===== config.mk =====
export PLATFORM = sky130hd
export DESIGN_NAME = rename_stall_ctrl
export DESIGN_NICKNAME = d
export VERILOG_FILES = /design/src/rtl/rename_ctl_pkg.sv /design/src/rtl/rename_credit.sv /design/src/rtl/rename_group_walk.sv /design/src/rtl/rename_skid_fifo.sv /design/src/rtl/rename_stall_ctrl.sv
export SDC_FILE = /design/constraint.sdc
export NUM_CORES = 1
export LEC_CHECK = 0
export CORE_MARGIN = 10
export CORE_UTILIZATION = 55
export DETAILED_ROUTE_END_ITERATION = 7
export PLACE_DENSITY = 0.9
export SYNTH_ARGS = -nofsm -noshare
export SYNTH_HDL_FRONTEND = slang
export SYNTH_SLANG_ARGS = --single-unit

===== constraint.sdc =====
create_clock -name clk -period 13.8 [get_ports clk]
set_clock_uncertainty 0.05 [all_clocks]
set_input_delay 2.76 -clock clk [delete_from_list [all_inputs] [get_ports clk]]
set_output_delay 2.76 -clock clk [all_outputs]
set_load 0.03 [all_outputs]

===== src/rtl/rename_ctl_pkg.sv =====
package rename_ctl_pkg;

  typedef enum logic [1:0] {
    ST_RUN = 2'd0,
    ST_BLK = 2'd1,
    ST_UNB = 2'd2,
    ST_SQ  = 2'd3
  } rn_state_e;

endpackage


===== src/rtl/rename_credit.sv =====
// Converts delayed free counts into a slot budget for this cycle.
module rename_credit #(
  parameter int WIDTH = 4,
  parameter int DELAY = 1,
  parameter int CNT_W = 6,
  parameter int BW    = 3
) (
  input  logic [CNT_W-1:0] rob_free,
  input  logic [CNT_W-1:0] iq_free,
  output logic [BW-1:0]    budget,
  output logic             open
);

  localparam int SW   = CNT_W + 2;
  localparam int RESV = WIDTH * DELAY;

  logic signed [SW-1:0] rob_use;
  logic signed [SW-1:0] iq_use;
  logic signed [SW-1:0] low;

  always_comb begin
    rob_use = $signed({2'b00, rob_free}) - $signed(SW'(RESV));
    iq_use  = $signed({2'b00, iq_free})  - $signed(SW'(RESV));
    low     = (rob_use < iq_use) ? rob_use : iq_use;
    open    = !low[SW-1] && (low != '0);
    if (!open) begin
      budget = '0;
    end else if (low > $signed(SW'(WIDTH))) begin
      budget = BW'(WIDTH);
    end else begin
      budget = low[BW-1:0];
    end
  end

endmodule


===== src/rtl/rename_group_walk.sv =====
// Walks the slots of one group from a resume offset, in order.
module rename_group_walk #(
  parameter int WIDTH = 4,
  parameter int DST_W = 2,
  parameter int REG_W = 6,
  parameter int BW    = 3,
  parameter int GR_W  = 4
) (
  input  logic [BW-1:0]          cnt,
  input  logic [WIDTH-1:0]       kill,
  input  logic [WIDTH*DST_W-1:0] ndst,
  input  logic [BW-1:0]          off,
  input  logic [BW-1:0]          budget,
  input  logic [REG_W-1:0]       reg_free,
  output logic [WIDTH-1:0]       fwd,
  output logic [BW-1:0]          new_off,
  output logic                   done,
  output logic [GR_W-1:0]        grant
);

  logic [REG_W-1:0] left;
  logic [BW-1:0]    taken;
  logic             go;
  logic [DST_W-1:0] need;

  always_comb begin
    fwd     = '0;
    new_off = off;
    grant   = '0;
    left    = reg_free;
    taken   = '0;
    go      = 1'b1;
    need    = '0;
    for (int i = 0; i < WIDTH; i++) begin
      need = ndst[i*DST_W +: DST_W];
      if (go && (BW'(i) >= off) && (BW'(i) < cnt)) begin
        if (taken >= budget) begin
          go = 1'b0;
        end else if (kill[i]) begin
          taken   = taken + 1'b1;
          new_off = BW'(i + 1);
        end else if (REG_W'(need) > left) begin
          go = 1'b0;
        end else begin
          fwd[i]  = 1'b1;
          left    = left - REG_W'(need);
          grant   = grant + GR_W'(need);
          taken   = taken + 1'b1;
          new_off = BW'(i + 1);
        end
      end
    end
    done = (new_off >= cnt);
  end

endmodule


===== src/rtl/rename_skid_fifo.sv =====
// Whole-group FIFO; each entry carries its own resume offset.
module rename_skid_fifo #(
  parameter int DEPTH = 2,
  parameter int WIDTH = 4,
  parameter int DST_W = 2,
  parameter int BW    = 3
) (
  input  logic                   clk,
  input  logic                   rst_n,
  input  logic                   clr,
  input  logic                   push,
  input  logic [BW-1:0]          push_cnt,
  input  logic [WIDTH-1:0]       push_kill,
  input  logic [WIDTH*DST_W-1:0] push_ndst,
  input  logic [BW-1:0]          push_off,
  input  logic                   pop,
  input  logic                   upd,
  input  logic [BW-1:0]          upd_off,
  output logic [BW-1:0]          head_cnt,
  output logic [WIDTH-1:0]       head_kill,
  output logic [WIDTH*DST_W-1:0] head_ndst,
  output logic [BW-1:0]          head_off,
  output logic                   empty,
  output logic                   last,
  output logic                   ovf_err
);

  localparam int PW = (DEPTH > 1) ? $clog2(DEPTH) : 1;
  localparam int CW = $clog2(DEPTH + 1);

  logic [BW-1:0]          cnt_m  [DEPTH];
  logic [WIDTH-1:0]       kill_m [DEPTH];
  logic [WIDTH*DST_W-1:0] ndst_m [DEPTH];
  logic [BW-1:0]          off_m  [DEPTH];

  logic [PW-1:0] rd_q, rd_d, wr_q, wr_d;
  logic [CW-1:0] num_q, num_d;
  logic          err_d;
  logic          full, acc, ovf;

  always_comb begin
    full  = (num_q == CW'(DEPTH));
    acc   = push && (!full || pop);
    ovf   = push && full && !pop;
    rd_d  = rd_q;
    wr_d  = wr_q;
    num_d = num_q;
    err_d = ovf_err | ovf;
    if (clr) begin
      rd_d  = '0;
      wr_d  = '0;
      num_d = '0;
    end else begin
      if (acc) wr_d = (wr_q == PW'(DEPTH - 1)) ? '0 : wr_q + 1'b1;
      if (pop) rd_d = (rd_q == PW'(DEPTH - 1)) ? '0 : rd_q + 1'b1;
      num_d = num_q + CW'(acc) - CW'(pop);
    end
  end

  always_ff @(posedge clk or negedge rst_n) begin
    if (!rst_n) begin
      rd_q    <= '0;
      wr_q    <= '0;
      num_q   <= '0;
      ovf_err <= 1'b0;
    end else begin
      rd_q    <= rd_d;
      wr_q    <= wr_d;
      num_q   <= num_d;
      ovf_err <= err_d;
    end
  end

  always_ff @(posedge clk) begin
    if (upd && !clr) off_m[rd_q] <= upd_off;
    if (acc && !clr) begin
      cnt_m[wr_q]  <= push_cnt;
      kill_m[wr_q] <= push_kill;
      ndst_m[wr_q] <= push_ndst;
      off_m[wr_q]  <= push_off;
    end
  end

  assign head_cnt  = cnt_m[rd_q];
  assign head_kill = kill_m[rd_q];
  assign head_ndst = ndst_m[rd_q];
  assign head_off  = off_m[rd_q];
  assign empty     = (num_q == '0);
  assign last      = (num_q == CW'(1));

  assert_err_cause_R10: assert property (@(posedge clk) disable iff (!rst_n)
    $rose(ovf_err) |-> $past(push && full && !pop));

  assert_pop_nonempty_R8: assert property (@(posedge clk) disable iff (!rst_n)
    pop |-> !empty);

  assert_count_bound_R10: assert property (@(posedge clk) disable iff (!rst_n)
    num_q <= CW'(DEPTH));

endmodule


===== src/rtl/rename_stall_ctrl.sv =====
module rename_stall_ctrl
  import rename_ctl_pkg::*;
#(
  parameter int WIDTH      = 4,
  parameter int DELAY      = 1,
  parameter int SKID_DEPTH = 2,
  parameter int CNT_W      = 6,
  parameter int DST_W      = 2,
  parameter int REG_W      = 6,
  localparam int BW        = $clog2(WIDTH + 1),
  localparam int GR_W      = $clog2(WIDTH * ((1 << DST_W) - 1) + 1)
) (
  input  logic                   clk,
  input  logic                   rst_n,
  input  logic [BW-1:0]          dec_cnt,
  input  logic [WIDTH-1:0]       dec_kill,
  input  logic [WIDTH*DST_W-1:0] dec_ndst,
  input  logic [CNT_W-1:0]       rob_free,
  input  logic [CNT_W-1:0]       iq_free,
  input  logic [REG_W-1:0]       reg_free,
  input  logic                   down_stall,
  input  logic                   squash,
  output logic [WIDTH-1:0]       fwd_mask,
  output logic                   fwd_from_skid,
  output logic [GR_W-1:0]        reg_grant,
  output logic                   stall_dec,
  output logic [1:0]             stage_state,
  output logic                   skid_err
);

  rn_state_e st_q, st_d;

  logic [BW-1:0]          budget;
  logic                   credit_open;
  logic [BW-1:0]          sk_cnt, sk_off;
  logic [WIDTH-1:0]       sk_kill;
  logic [WIDTH*DST_W-1:0] sk_ndst;
  logic                   sk_empty, sk_last;
  logic                   from_skid;
  logic [BW-1:0]          src_cnt, src_off;
  logic [WIDTH-1:0]       src_kill;
  logic [WIDTH*DST_W-1:0] src_ndst;
  logic [WIDTH-1:0]       w_fwd;
  logic [BW-1:0]          w_off;
  logic                   w_done;
  logic [GR_W-1:0]        w_grant;
  logic                   push, pop, clr, upd, proc;
  logic [BW-1:0]          push_off;

  rename_credit #(
    .WIDTH(WIDTH), .DELAY(DELAY), .CNT_W(CNT_W), .BW(BW)
  ) u_credit (
    .rob_free(rob_free), .iq_free(iq_free), .budget(budget), .open(credit_open)
  );

  assign from_skid = (st_q == ST_UNB);
  assign src_cnt   = from_skid ? sk_cnt  : dec_cnt;
  assign src_kill  = from_skid ? sk_kill : dec_kill;
  assign src_ndst  = from_skid ? sk_ndst : dec_ndst;
  assign src_off   = from_skid ? sk_off  : '0;

  rename_group_walk #(
    .WIDTH(WIDTH), .DST_W(DST_W), .REG_W(REG_W), .BW(BW), .GR_W(GR_W)
  ) u_walk (
    .cnt(src_cnt), .kill(src_kill), .ndst(src_ndst), .off(src_off),
    .budget(budget), .reg_free(reg_free),
    .fwd(w_fwd), .new_off(w_off), .done(w_done), .grant(w_grant)
  );

  rename_skid_fifo #(
    .DEPTH(SKID_DEPTH), .WIDTH(WIDTH), .DST_W(DST_W), .BW(BW)
  ) u_skid (
    .clk(clk), .rst_n(rst_n), .clr(clr),
    .push(push), .push_cnt(dec_cnt), .push_kill(dec_kill),
    .push_ndst(dec_ndst), .push_off(push_off),
    .pop(pop), .upd(upd), .upd_off(w_off),
    .head_cnt(sk_cnt), .head_kill(sk_kill), .head_ndst(sk_ndst),
    .head_off(sk_off), .empty(sk_empty), .last(sk_last), .ovf_err(skid_err)
  );

  // Next-state and skid control.
  always_comb begin
    st_d     = st_q;
    push     = 1'b0;
    pop      = 1'b0;
    clr      = 1'b0;
    upd      = 1'b0;
    push_off = '0;
    if (squash) begin
      clr  = 1'b1;
      st_d = ST_SQ;
    end else begin
      unique case (st_q)
        ST_RUN, ST_SQ: begin
          if (down_stall) begin
            push = (dec_cnt != '0);
            st_d = ST_BLK;
          end else if (!w_done) begin
            push     = 1'b1;
            push_off = w_off;
            st_d     = ST_BLK;
          end else begin
            st_d = ST_RUN;
          end
        end
        ST_BLK: begin
          push = (dec_cnt != '0);
          if (!down_stall && credit_open && (reg_free != '0)) begin
            st_d = (sk_empty && !push) ? ST_RUN : ST_UNB;
          end
        end
        ST_UNB: begin
          push = (dec_cnt != '0);
          if (down_stall) begin
            st_d = ST_BLK;
          end else if (w_done) begin
            pop = 1'b1;
            if (sk_last && !push) st_d = ST_RUN;
          end else begin
            upd  = 1'b1;
            st_d = ST_BLK;
          end
        end
        default: st_d = ST_RUN;
      endcase
    end
  end

  always_ff @(posedge clk or negedge rst_n) begin
    if (!rst_n) st_q <= ST_RUN;
    else        st_q <= st_d;
  end

  assign proc          = !squash && !down_stall && (st_q != ST_BLK);
  assign fwd_mask      = proc ? w_fwd : '0;
  assign reg_grant     = proc ? w_grant : '0;
  assign fwd_from_skid = proc && from_skid;
  assign stall_dec     = (st_q == ST_BLK) || (st_q == ST_UNB);
  assign stage_state   = st_q;

  assert_budget_cap_R1: assert property (@(posedge clk) disable iff (!rst_n)
    $countones(fwd_mask) <= int'(budget));

  assert_no_killed_fwd_R3: assert property (@(posedge clk) disable iff (!rst_n)
    (fwd_mask & src_kill) == '0);

  assert_grant_fits_R4: assert property (@(posedge clk) disable iff (!rst_n)
    int'(reg_grant) <= int'(reg_free));

  assert_run_empty_R8: assert property (@(posedge clk) disable iff (!rst_n)
    (st_q == ST_RUN) |-> sk_empty);

  assert_unblock_has_work_R8: assert property (@(posedge clk) disable iff (!rst_n)
    (st_q == ST_UNB) |-> !sk_empty);

  assert_squash_clears_R9: assert property (@(posedge clk) disable iff (!rst_n)
    squash |=> (st_q == ST_SQ) && sk_empty);

endmodule


======== Word level (Yosys, flattened, before mapping) ========
Memories as Yosys holds them, arrays and structs flattened.
Index checks and enable logic that the tools add are counted.
word-level totals
  bits in registers ....................... 7
  memory bits (writable) .................. 36
  output and inout bits ................... 13
  word-level logic and storage cells ...... 218
  memories kept ........................... 4
cells by class
  $add $sub $neg .......................... 14
  order comparisons ....................... 19
  equality and inequality tests ........... 8
  muxes and demuxes ....................... 128
  bitwise operators ....................... 1
  reductions and logical operators ........ 39
memory list
  name           depth  bits a word  rd ports  clocked after Yosys merged registers in  write ports  line                    text
  u_skid.ndst_m  2      8            1         0                                        1            rename_skid_fifo.sv:33  logic [WIDTH*DST_W-1:0] ndst_m [DEPTH];
  u_skid.kill_m  2      4            1         0                                        1            rename_skid_fifo.sv:32  logic [WIDTH-1:0] kill_m [DEPTH];
  u_skid.cnt_m   2      3            1         0                                        1            rename_skid_fifo.sv:31  logic [BW-1:0] cnt_m [DEPTH];
  u_skid.off_m   2      3            1         0                                        2            rename_skid_fifo.sv:34  logic [BW-1:0] off_m [DEPTH];
operators with widths
  kind                                                                             count
  3-bit two-way mux                                                                35
  4-bit two-way mux                                                                18
  6-bit two-way mux                                                                12
  1-bit two-way mux                                                                51
  2-bit by 6-bit greater-than comparator with 1-bit output                         4
  1-bit logical AND                                                                20
  6-bit by 2-bit subtractor with 6-bit output                                      3
  2-bit two-way mux                                                                8
  8-bit two-way mux                                                                2
  6-bit by 3-bit subtractor with 7-bit output, second input constant               2
  4-bit by 2-bit adder with 4-bit output                                           3
  3-bit >= comparator                                                              4
  1-bit by 3-bit >= comparator with 1-bit output, first input constant             3
  8-bit by 4-bit greater-than comparator with 1-bit output, second input constant  1
  8-bit < comparator                                                               1
  8-bit nonzero test                                                               1
  1-bit logical NOT                                                                7
  3-bit by 1-bit adder with 3-bit output, second input constant                    2
  2-bit equality test, second input constant                                       3
  2-bit by 3-bit >= comparator with 1-bit output, first input constant             2
  1-bit by 3-bit < comparator with 1-bit output, first input constant              2
  2-bit by 3-bit < comparator with 1-bit output, first input constant              2
  2-bit one-hot mux with 3 select lines                                            1
  6-bit nonzero test                                                               1
  15 further kinds                                                                 21

======== Logic depth before layout (Yosys ltp) ========
  depth after elaboration ................. 34
  gate-level depth with buffers ........... 58
  depth with buffers taken out ............ 55

======== Modules after synthesis ========
Synthesis repeated with hierarchy kept, for this count alone.
unflattened totals
  cells, all modules ...................... 446
  area, all modules ....................... 4,357.9 µm²
modules (own cells, without submodules)
  module             times used  cells each  area each (µm²)  seq. area each (µm²)
  rename_skid_fifo   1           92          1,661.6          1,206.2
  rename_group_walk  1           217         1,655.3          0.0
  rename_credit      1           76          550.5            0.0
  rename_stall_ctrl  1           61          490.5            50.0

======== Worst setup path before layout ========
Ideal clock, no wire load.
  path type ............................... input-to-output
  from .................................... input rob_free[2]
  to ...................................... output reg_grant[2]
  data arrival time ....................... 10.534 ns
  setup slack ............................. 0.456 ns
  cell stages on the path ................. 38
  path through ............................ inv_1 ha_1 xnor2_1 inv_1 ha_1 nand2_1 o211a_1 o21ai_2 nand2_4 mux2i_4 nor3_1 inv_1 ha_1 nor2b_1 nor3_1 mux2i_1 or3b_1 buf_6 (+2 left out) clkbuf_4 mux2_2 ha_1 fa_1 inv_1 a211oi_2 and4bb_4 a21oi_1 mux2_2 ha_1 a21boi_0 o21ai_0 nand2_1 a2111o_1 a21oi_4 nand3_2 o21a_1 nor3_1
between the ends
  word-level cells in the longest chain between the ends .. 25
  elaborated cells on any way between the ends .. 74
  classes of those cells .................. add/sub: 8; order compare: 9; mux: 48; reduce/logical: 9
ends and longest elaborated chain
  item                                                                                                                line                                              text
  from (decl)                                                                                                         rename_stall_ctrl.sv:18                           input logic [CNT_W-1:0] rob_free,
  6-bit by 3-bit subtractor with 7-bit output *                                                                       rename_credit.sv:22                               rob_use = $signed({2'b00, rob_free}) - $signed(SW'(RESV));
  8-bit < comparator                                                                                                  rename_credit.sv:24                               low = (rob_use < iq_use) ? rob_use : iq_use;
  8-bit two-way mux *                                                                                                 rename_credit.sv:24
  8-bit by 4-bit greater-than comparator with 1-bit output, or another cell as far along                              rename_credit.sv:28                               end else if (low > $signed(SW'(WIDTH))) begin
  3-bit two-way mux or 1-bit logical AND (tied branches)                                                              rename_credit.sv:28, rename_credit.sv:25
  3-bit two-way mux *                                                                                                 rename_credit.sv:26                               if (!open) begin
  1-bit by 3-bit >= comparator with 1-bit output                                                                      rename_group_walk.sv:37                           if (taken >= budget) begin
  6-bit two-way mux or 4-bit two-way mux (tied branches)                                                              rename_group_walk.sv:37
  (+9 left out)                                                                                                       --
  6-bit two-way mux or 4-bit two-way mux (tied branches)                                                              rename_group_walk.sv:37
  6-bit two-way mux or 4-bit two-way mux (tied branches)                                                              rename_group_walk.sv:36                           if (go && (BW'(i) >= off) && (BW'(i) < cnt)) begin
  2-bit by 6-bit greater-than comparator with 1-bit output or 4-bit by 2-bit adder with 4-bit output (tied branches)  rename_group_walk.sv:42, rename_group_walk.sv:47
  4-bit two-way mux                                                                                                   rename_group_walk.sv:42                           end else if (REG_W'(need) > left) begin
  4-bit two-way mux                                                                                                   rename_group_walk.sv:39                           end else if (kill[i]) begin
  4-bit two-way mux                                                                                                   rename_group_walk.sv:37
  4-bit two-way mux *                                                                                                 rename_group_walk.sv:36
  4-bit two-way mux *                                                                                                 rename_stall_ctrl.sv:136                          assign reg_grant = proc ? w_grant : '0;
  to (decl)                                                                                                           rename_stall_ctrl.sv:25                           output logic [GR_W-1:0] reg_grant,
Every way passes the cells marked *; elsewhere a longest branch is shown, timed or not.

======== Final worst setup path ========
  from .................................... input dec_ndst[0]
  to ...................................... output reg_grant[3]
between the ends
  word-level cells in the longest chain between the ends .. 22
  elaborated cells on any way between the ends .. 75
  classes of those cells .................. add/sub: 8; order compare: 7; mux: 54; reduce/logical: 6
ends and longest elaborated chain
  item                                                                                                                     line                                              text
  from (decl)                                                                                                              rename_stall_ctrl.sv:17                           input logic [WIDTH*DST_W-1:0] dec_ndst,
  8-bit two-way mux *                                                                                                      rename_stall_ctrl.sv:59                           assign src_ndst = from_skid ? sk_ndst : dec_ndst;
  6-bit by 2-bit subtractor with 6-bit output or 2-bit by 6-bit greater-than comparator with 1-bit output (tied branches)  rename_group_walk.sv:46, rename_group_walk.sv:42
  6-bit two-way mux or 2-bit two-way mux (tied branches)                                                                   rename_group_walk.sv:42
  6-bit two-way mux or 4-bit two-way mux (tied branches)                                                                   rename_group_walk.sv:39
  6-bit two-way mux or 4-bit two-way mux (tied branches)                                                                   rename_group_walk.sv:37
  6-bit two-way mux or 4-bit two-way mux (tied branches)                                                                   rename_group_walk.sv:36
  6-bit by 2-bit subtractor with 6-bit output, or another cell as far along                                                rename_group_walk.sv:46                           left = left - REG_W'(need);
  6-bit two-way mux or 4-bit two-way mux (tied branches)                                                                   rename_group_walk.sv:42
  (+6 left out)                                                                                                            --
  6-bit two-way mux or 4-bit two-way mux (tied branches)                                                                   rename_group_walk.sv:37
  6-bit two-way mux or 4-bit two-way mux (tied branches)                                                                   rename_group_walk.sv:36
  2-bit by 6-bit greater-than comparator with 1-bit output or 4-bit by 2-bit adder with 4-bit output (tied branches)       rename_group_walk.sv:42, rename_group_walk.sv:47
  4-bit two-way mux                                                                                                        rename_group_walk.sv:42
  4-bit two-way mux                                                                                                        rename_group_walk.sv:39
  4-bit two-way mux                                                                                                        rename_group_walk.sv:37
  4-bit two-way mux *                                                                                                      rename_group_walk.sv:36
  4-bit two-way mux *                                                                                                      rename_stall_ctrl.sv:136
Marked as above.

==> results.md <==
- The cell with the biggest individual delay on the critical path is sky130_fd_sc_hd__clkdlybuf4s50_1.
- OpenSTA, run right after detailed placement, puts the worst setup slack at -68.4 ps.
- Counting the buffers created by CTS gives 5.
- The worst setup path is captured at an output pin.
- The number of antenna violations at the first check in global routing is 0.
- The top flip-flop cell by instance count after synthesis is sky130_fd_sc_hd__edfxtp_1.
- The number of flops mapped to enable cells by yosys is 36.
- The worst voltage drop across the vdd grid is approximately 0.00013 V.
- The critical path class is primary input to output pin.
- The achievable clock frequency is 74.3 MHz.
- The met3 routed wirelength is 580 um.
- The final count of negative-setup-slack endpoints is 0.
- For the worst setup path, the data required time is 10990 ps.
- The maximum number of buffers from clock root to sink is 2.
- Max-cap violations in this run came to 0.
- The detailed-route vias per instance is a little over 6.
- Counting every net in the synthesized netlist gives between 500 and 600.
- The most frequent cell on the critical path is sky130_fd_sc_hd__ha_1.
- The cell count after synthesis is around 470.
- The number of nets with antenna violations after routing is 0.
- The post-route non-filler standard cell count is 633.
- The routed metal-1 wirelength is 4710 um.
- The total of warnings raised by yosys is 0.
- For this block, the initial DRC count from the detailed router was 256.
- The boundary pin count is 50.
- The later pin in the worst-skew pair is clocked with a latency of approximately 300 ps.
- The routability-driven placement congestion ratio is slightly above 0.9.
- Routed signal wires occupy layers up through met4.
- The effective utilization at floorplan is 0.566.
- The sink count of the clock tree is 43.
- The post-layout net count is 607.
- The total number of vias is 3903.
- The root buffer cell is sky130_fd_sc_hd__clkbuf_8.
- The die area is ~12000 um^2.
- The power density relative to cell area is around 190 nW/um^2.
- The core region is roughly 7800 um^2.
- The run finished with clean final reports.
- The maximum fanout encountered on the critical timing path is 7.
- In the global route stage, overall resource usage came out at 0.185.
- The clock period minus final worst setup slack is roughly 13000 ps.
- The sum of met2 wire segment lengths after detailed routing is around 6000 um.
- Setup slack on the critical path of the routed design comes to 340 ps.
- The floorplan has 32 rows.
- For this run, design rule violations remaining after detail routing come to 0.
- The total count of hold-check failures in the final report is 0.
- The x dimension of the die is 109 um.
- In the finished design, the share of the clock period the worst path needs comes to 0.975.
- The overall power consumption is between 900 and 1000 uW.
- For this run, the slowest stage of the critical path takes 500 ps.
- The total of buffers placed on input and output ports is 49.
- At the worst endpoint, the arrival time is roughly 11000 ps.
- Relative to the synthesized area, the layout overhead comes to 19.2%.
- The H-tree was split into 2 levels.
- The share of synthesized flip-flops with an asynchronous set or reset is 0.163.
- The post-route core utilization is 0.675.
- The first TritonRoute pass finished after 7 iterations.
- The number of global-route vias before repair is 3783.
- The actual slew at the worst max-slew pin is 708 ps.
- The number of cells after detailed placement is approximately 620.
- The share of cells above drive strength 1 is 0.190.
- The clock slew at the register clock pins of the worst setup and hold paths is 80 ps.
- After routing, the total negative slack on setup checks comes to 0 ps.
- The die span in y is 109 um.
- In this run the tightest slew margin relative to its limit is 0.525.
- The clock tree from TritonCTS is yes.
- In this run the cell area of the synthesized design comes to 4400 um^2.
- STA classifies the critical path startpoint as a primary input.
- Synthesis inferred 43 register bits.
- 0 antenna diodes ended up in the layout.
- The wire length of the first global-routing pass is 18100 um.
- For this block, the routed nets add up to 11400 um of wire.
- After legalization and detailed placement, the total HPWL measured 8710 um.
- The number of hold buffers added after CTS is 0.
- The min-delay analysis places its worst path in the category register to register.
- The total count of max-transition violations in the final report is 0.
- The remaining global-route overflow is 0.
- Entering global routing, the biggest net connects 29 pins.
- Summed over all cells, the static leakage comes to 0.00215 uW.
- Averaged over all synthesized cells, the footprint is 9.38 um^2.
- The share of synthesized area occupied by flip-flops and latches is 0.286.
- The number of different library cells used by synthesis comes to 90.
- The average wire length per cell after detail routing is approximately 18 um.
## metrics by stage
step           hold slack (ps)  area [um^2]
5_1_grt                    489         5250
2_1_floorplan              530         4400
6_report                   435         5250
3_3_place_gp               402         5020
3_5_place_dp               424         5020
4_1_cts                    443         5140
## state kept, by name, summed over array words and instances, names as in the netlist
name            count
u_skid.num_q        2
u_skid.cnt_m        6
u_skid.wr_q         1
u_skid.ndst_m      16
u_skid.ovf_err      1
u_skid.kill_m       8
stage_state         2
u_skid.rd_q         1
u_skid.off_m        6
## cell usage in the layout (no fill, tap or decap), types with 5 or more instances in the layout
cell type                         Yosys  routed
sky130_fd_sc_hd__a21o_1               6       6
sky130_fd_sc_hd__a21oi_1             40      37
sky130_fd_sc_hd__a21oi_2              3       6
sky130_fd_sc_hd__and2_1               5       5
sky130_fd_sc_hd__buf_4                1      21
sky130_fd_sc_hd__clkbuf_8             2       5
sky130_fd_sc_hd__clkdlybuf4s50_1      0      41
sky130_fd_sc_hd__dfrtp_1              7       7
sky130_fd_sc_hd__edfxtp_1            36      36
sky130_fd_sc_hd__fa_1                 5       5
sky130_fd_sc_hd__ha_1                35      32
sky130_fd_sc_hd__inv_1               40      40
sky130_fd_sc_hd__mux2_2              10       9
sky130_fd_sc_hd__mux2i_1             24      24
sky130_fd_sc_hd__nand2_1             32      31
sky130_fd_sc_hd__nand2b_1            11      11
sky130_fd_sc_hd__nand3_1              8       8
sky130_fd_sc_hd__nand4_1              5       5
sky130_fd_sc_hd__nor2_1              49      49
sky130_fd_sc_hd__nor3_1              18      14
sky130_fd_sc_hd__nor3_2               1       5
sky130_fd_sc_hd__o21ai_0             10       9
sky130_fd_sc_hd__xnor2_1              7       6
## synthesized netlist by cell type, drive strengths merged, types with 3 or more instances
master | n | area (um^2)
or2 | 6 | 37.5
nand3 | 11 | 77.6
a211o | 3 | 28.8
a21boi | 3 | 22.5
xor2 | 3 | 26.3
a31o | 3 | 26.3
a311oi | 3 | 56.3
nand2 | 33 | 131
a21oi | 45 | 259
mux2 | 12 | 143
a211oi | 4 | 40.0
xnor2 | 7 | 61.3
a21o | 6 | 45.0
nand4 | 5 | 31.3
mux2i | 26 | 285
buf | 5 | 38.8
nor2 | 51 | 196
edfxtp | 36 | 1080
a31oi | 8 | 86.3
dfrtp | 7 | 175
nor3 | 19 | 100
nor2b | 4 | 25.0
or4 | 3 | 22.5
ha | 35 | 438
clkbuf | 7 | 51.3
inv | 40 | 150
and2 | 6 | 38.8
o21ai | 13 | 68.8
o31a | 3 | 27.5
fa | 5 | 100
or3 | 5 | 33.8
and3 | 5 | 41.3
nor4 | 4 | 31.3
nand2b | 11 | 68.8
## metal layers
metal / vias up / global-route usage
li1: 1854 / -
met1: 1888 / 0.220
met2: 143 / 0.330
met3: 18 / 0.0392
met4: 0 / 0.0483
met5: - / 0
## path summary, 6_finish.rpt
path | slack (ps) | endpoint | cells after the start | startpoint
min in group asynchronous | 2670 | u_skid.ovf_err | 1 | rst_n
max in group asynchronous | 10780 | u_skid.rd_q | 1 | rst_n
worst max-delay path | 340 | reg_grant[3] | 41 | dec_ndst[0]
worst max register to register | 2560 | u_skid.ndst_m[1][2] | 53 | stage_state[0]
worst min register to register | 440 | u_skid.ovf_err | 2 | u_skid.ovf_err
worst min-delay path | 440 | u_skid.ovf_err | 2 | u_skid.ovf_err
## timing repair
item,in CTS,in global routing
buffers inserted,1,2
pin swaps,1,6
endpoints found under the setup margin,3,51
gates resized for setup,1,24
## critical path: cells and delay by family
family / cells / cell delay [ps]
AO/OA/AOI/OAI: 15 / 2600
AND/OR/NAND/NOR: 14 / 2290
adder cells (fa/ha/maj): 7 / 1850
buffers and inverters: 4 / 790
multiplexers: 1 / 360
## where the power goes
| group | internal (uW) | switching (uW) |
|---|---|---|
| Combinational | 276 | 401 |
| Clock | 53.0 | 43.8 |
| Sequential | 190 | 16.7 |
## cells by family (layout without fill, tap and decap cells)
logic type,after synthesis,in the layout,synth area share
AO/OA/AOI/OAI,113,113,0.203
XOR/XNOR,10,10,0.0199
adder cells (fa/ha/maj),42,42,0.127
buffers and inverters,52,114,0.0546
flip-flops,43,43,0.286
multiplexers,38,38,0.0973
AND/OR/NAND/NOR,171,171,0.213
## final cells by class
class | instances | area, um^2
inverter | 40 | 150
timing repair buffer | 66 | 617
tap | 102 | 128
clock buffer | 5 | 68.8
sequential | 43 | 1260
clock inverter | 3 | 38.8
multi-input combinational | 374 | 2990
fill | 586 | 2520
(Power assumes the default switching activity.)
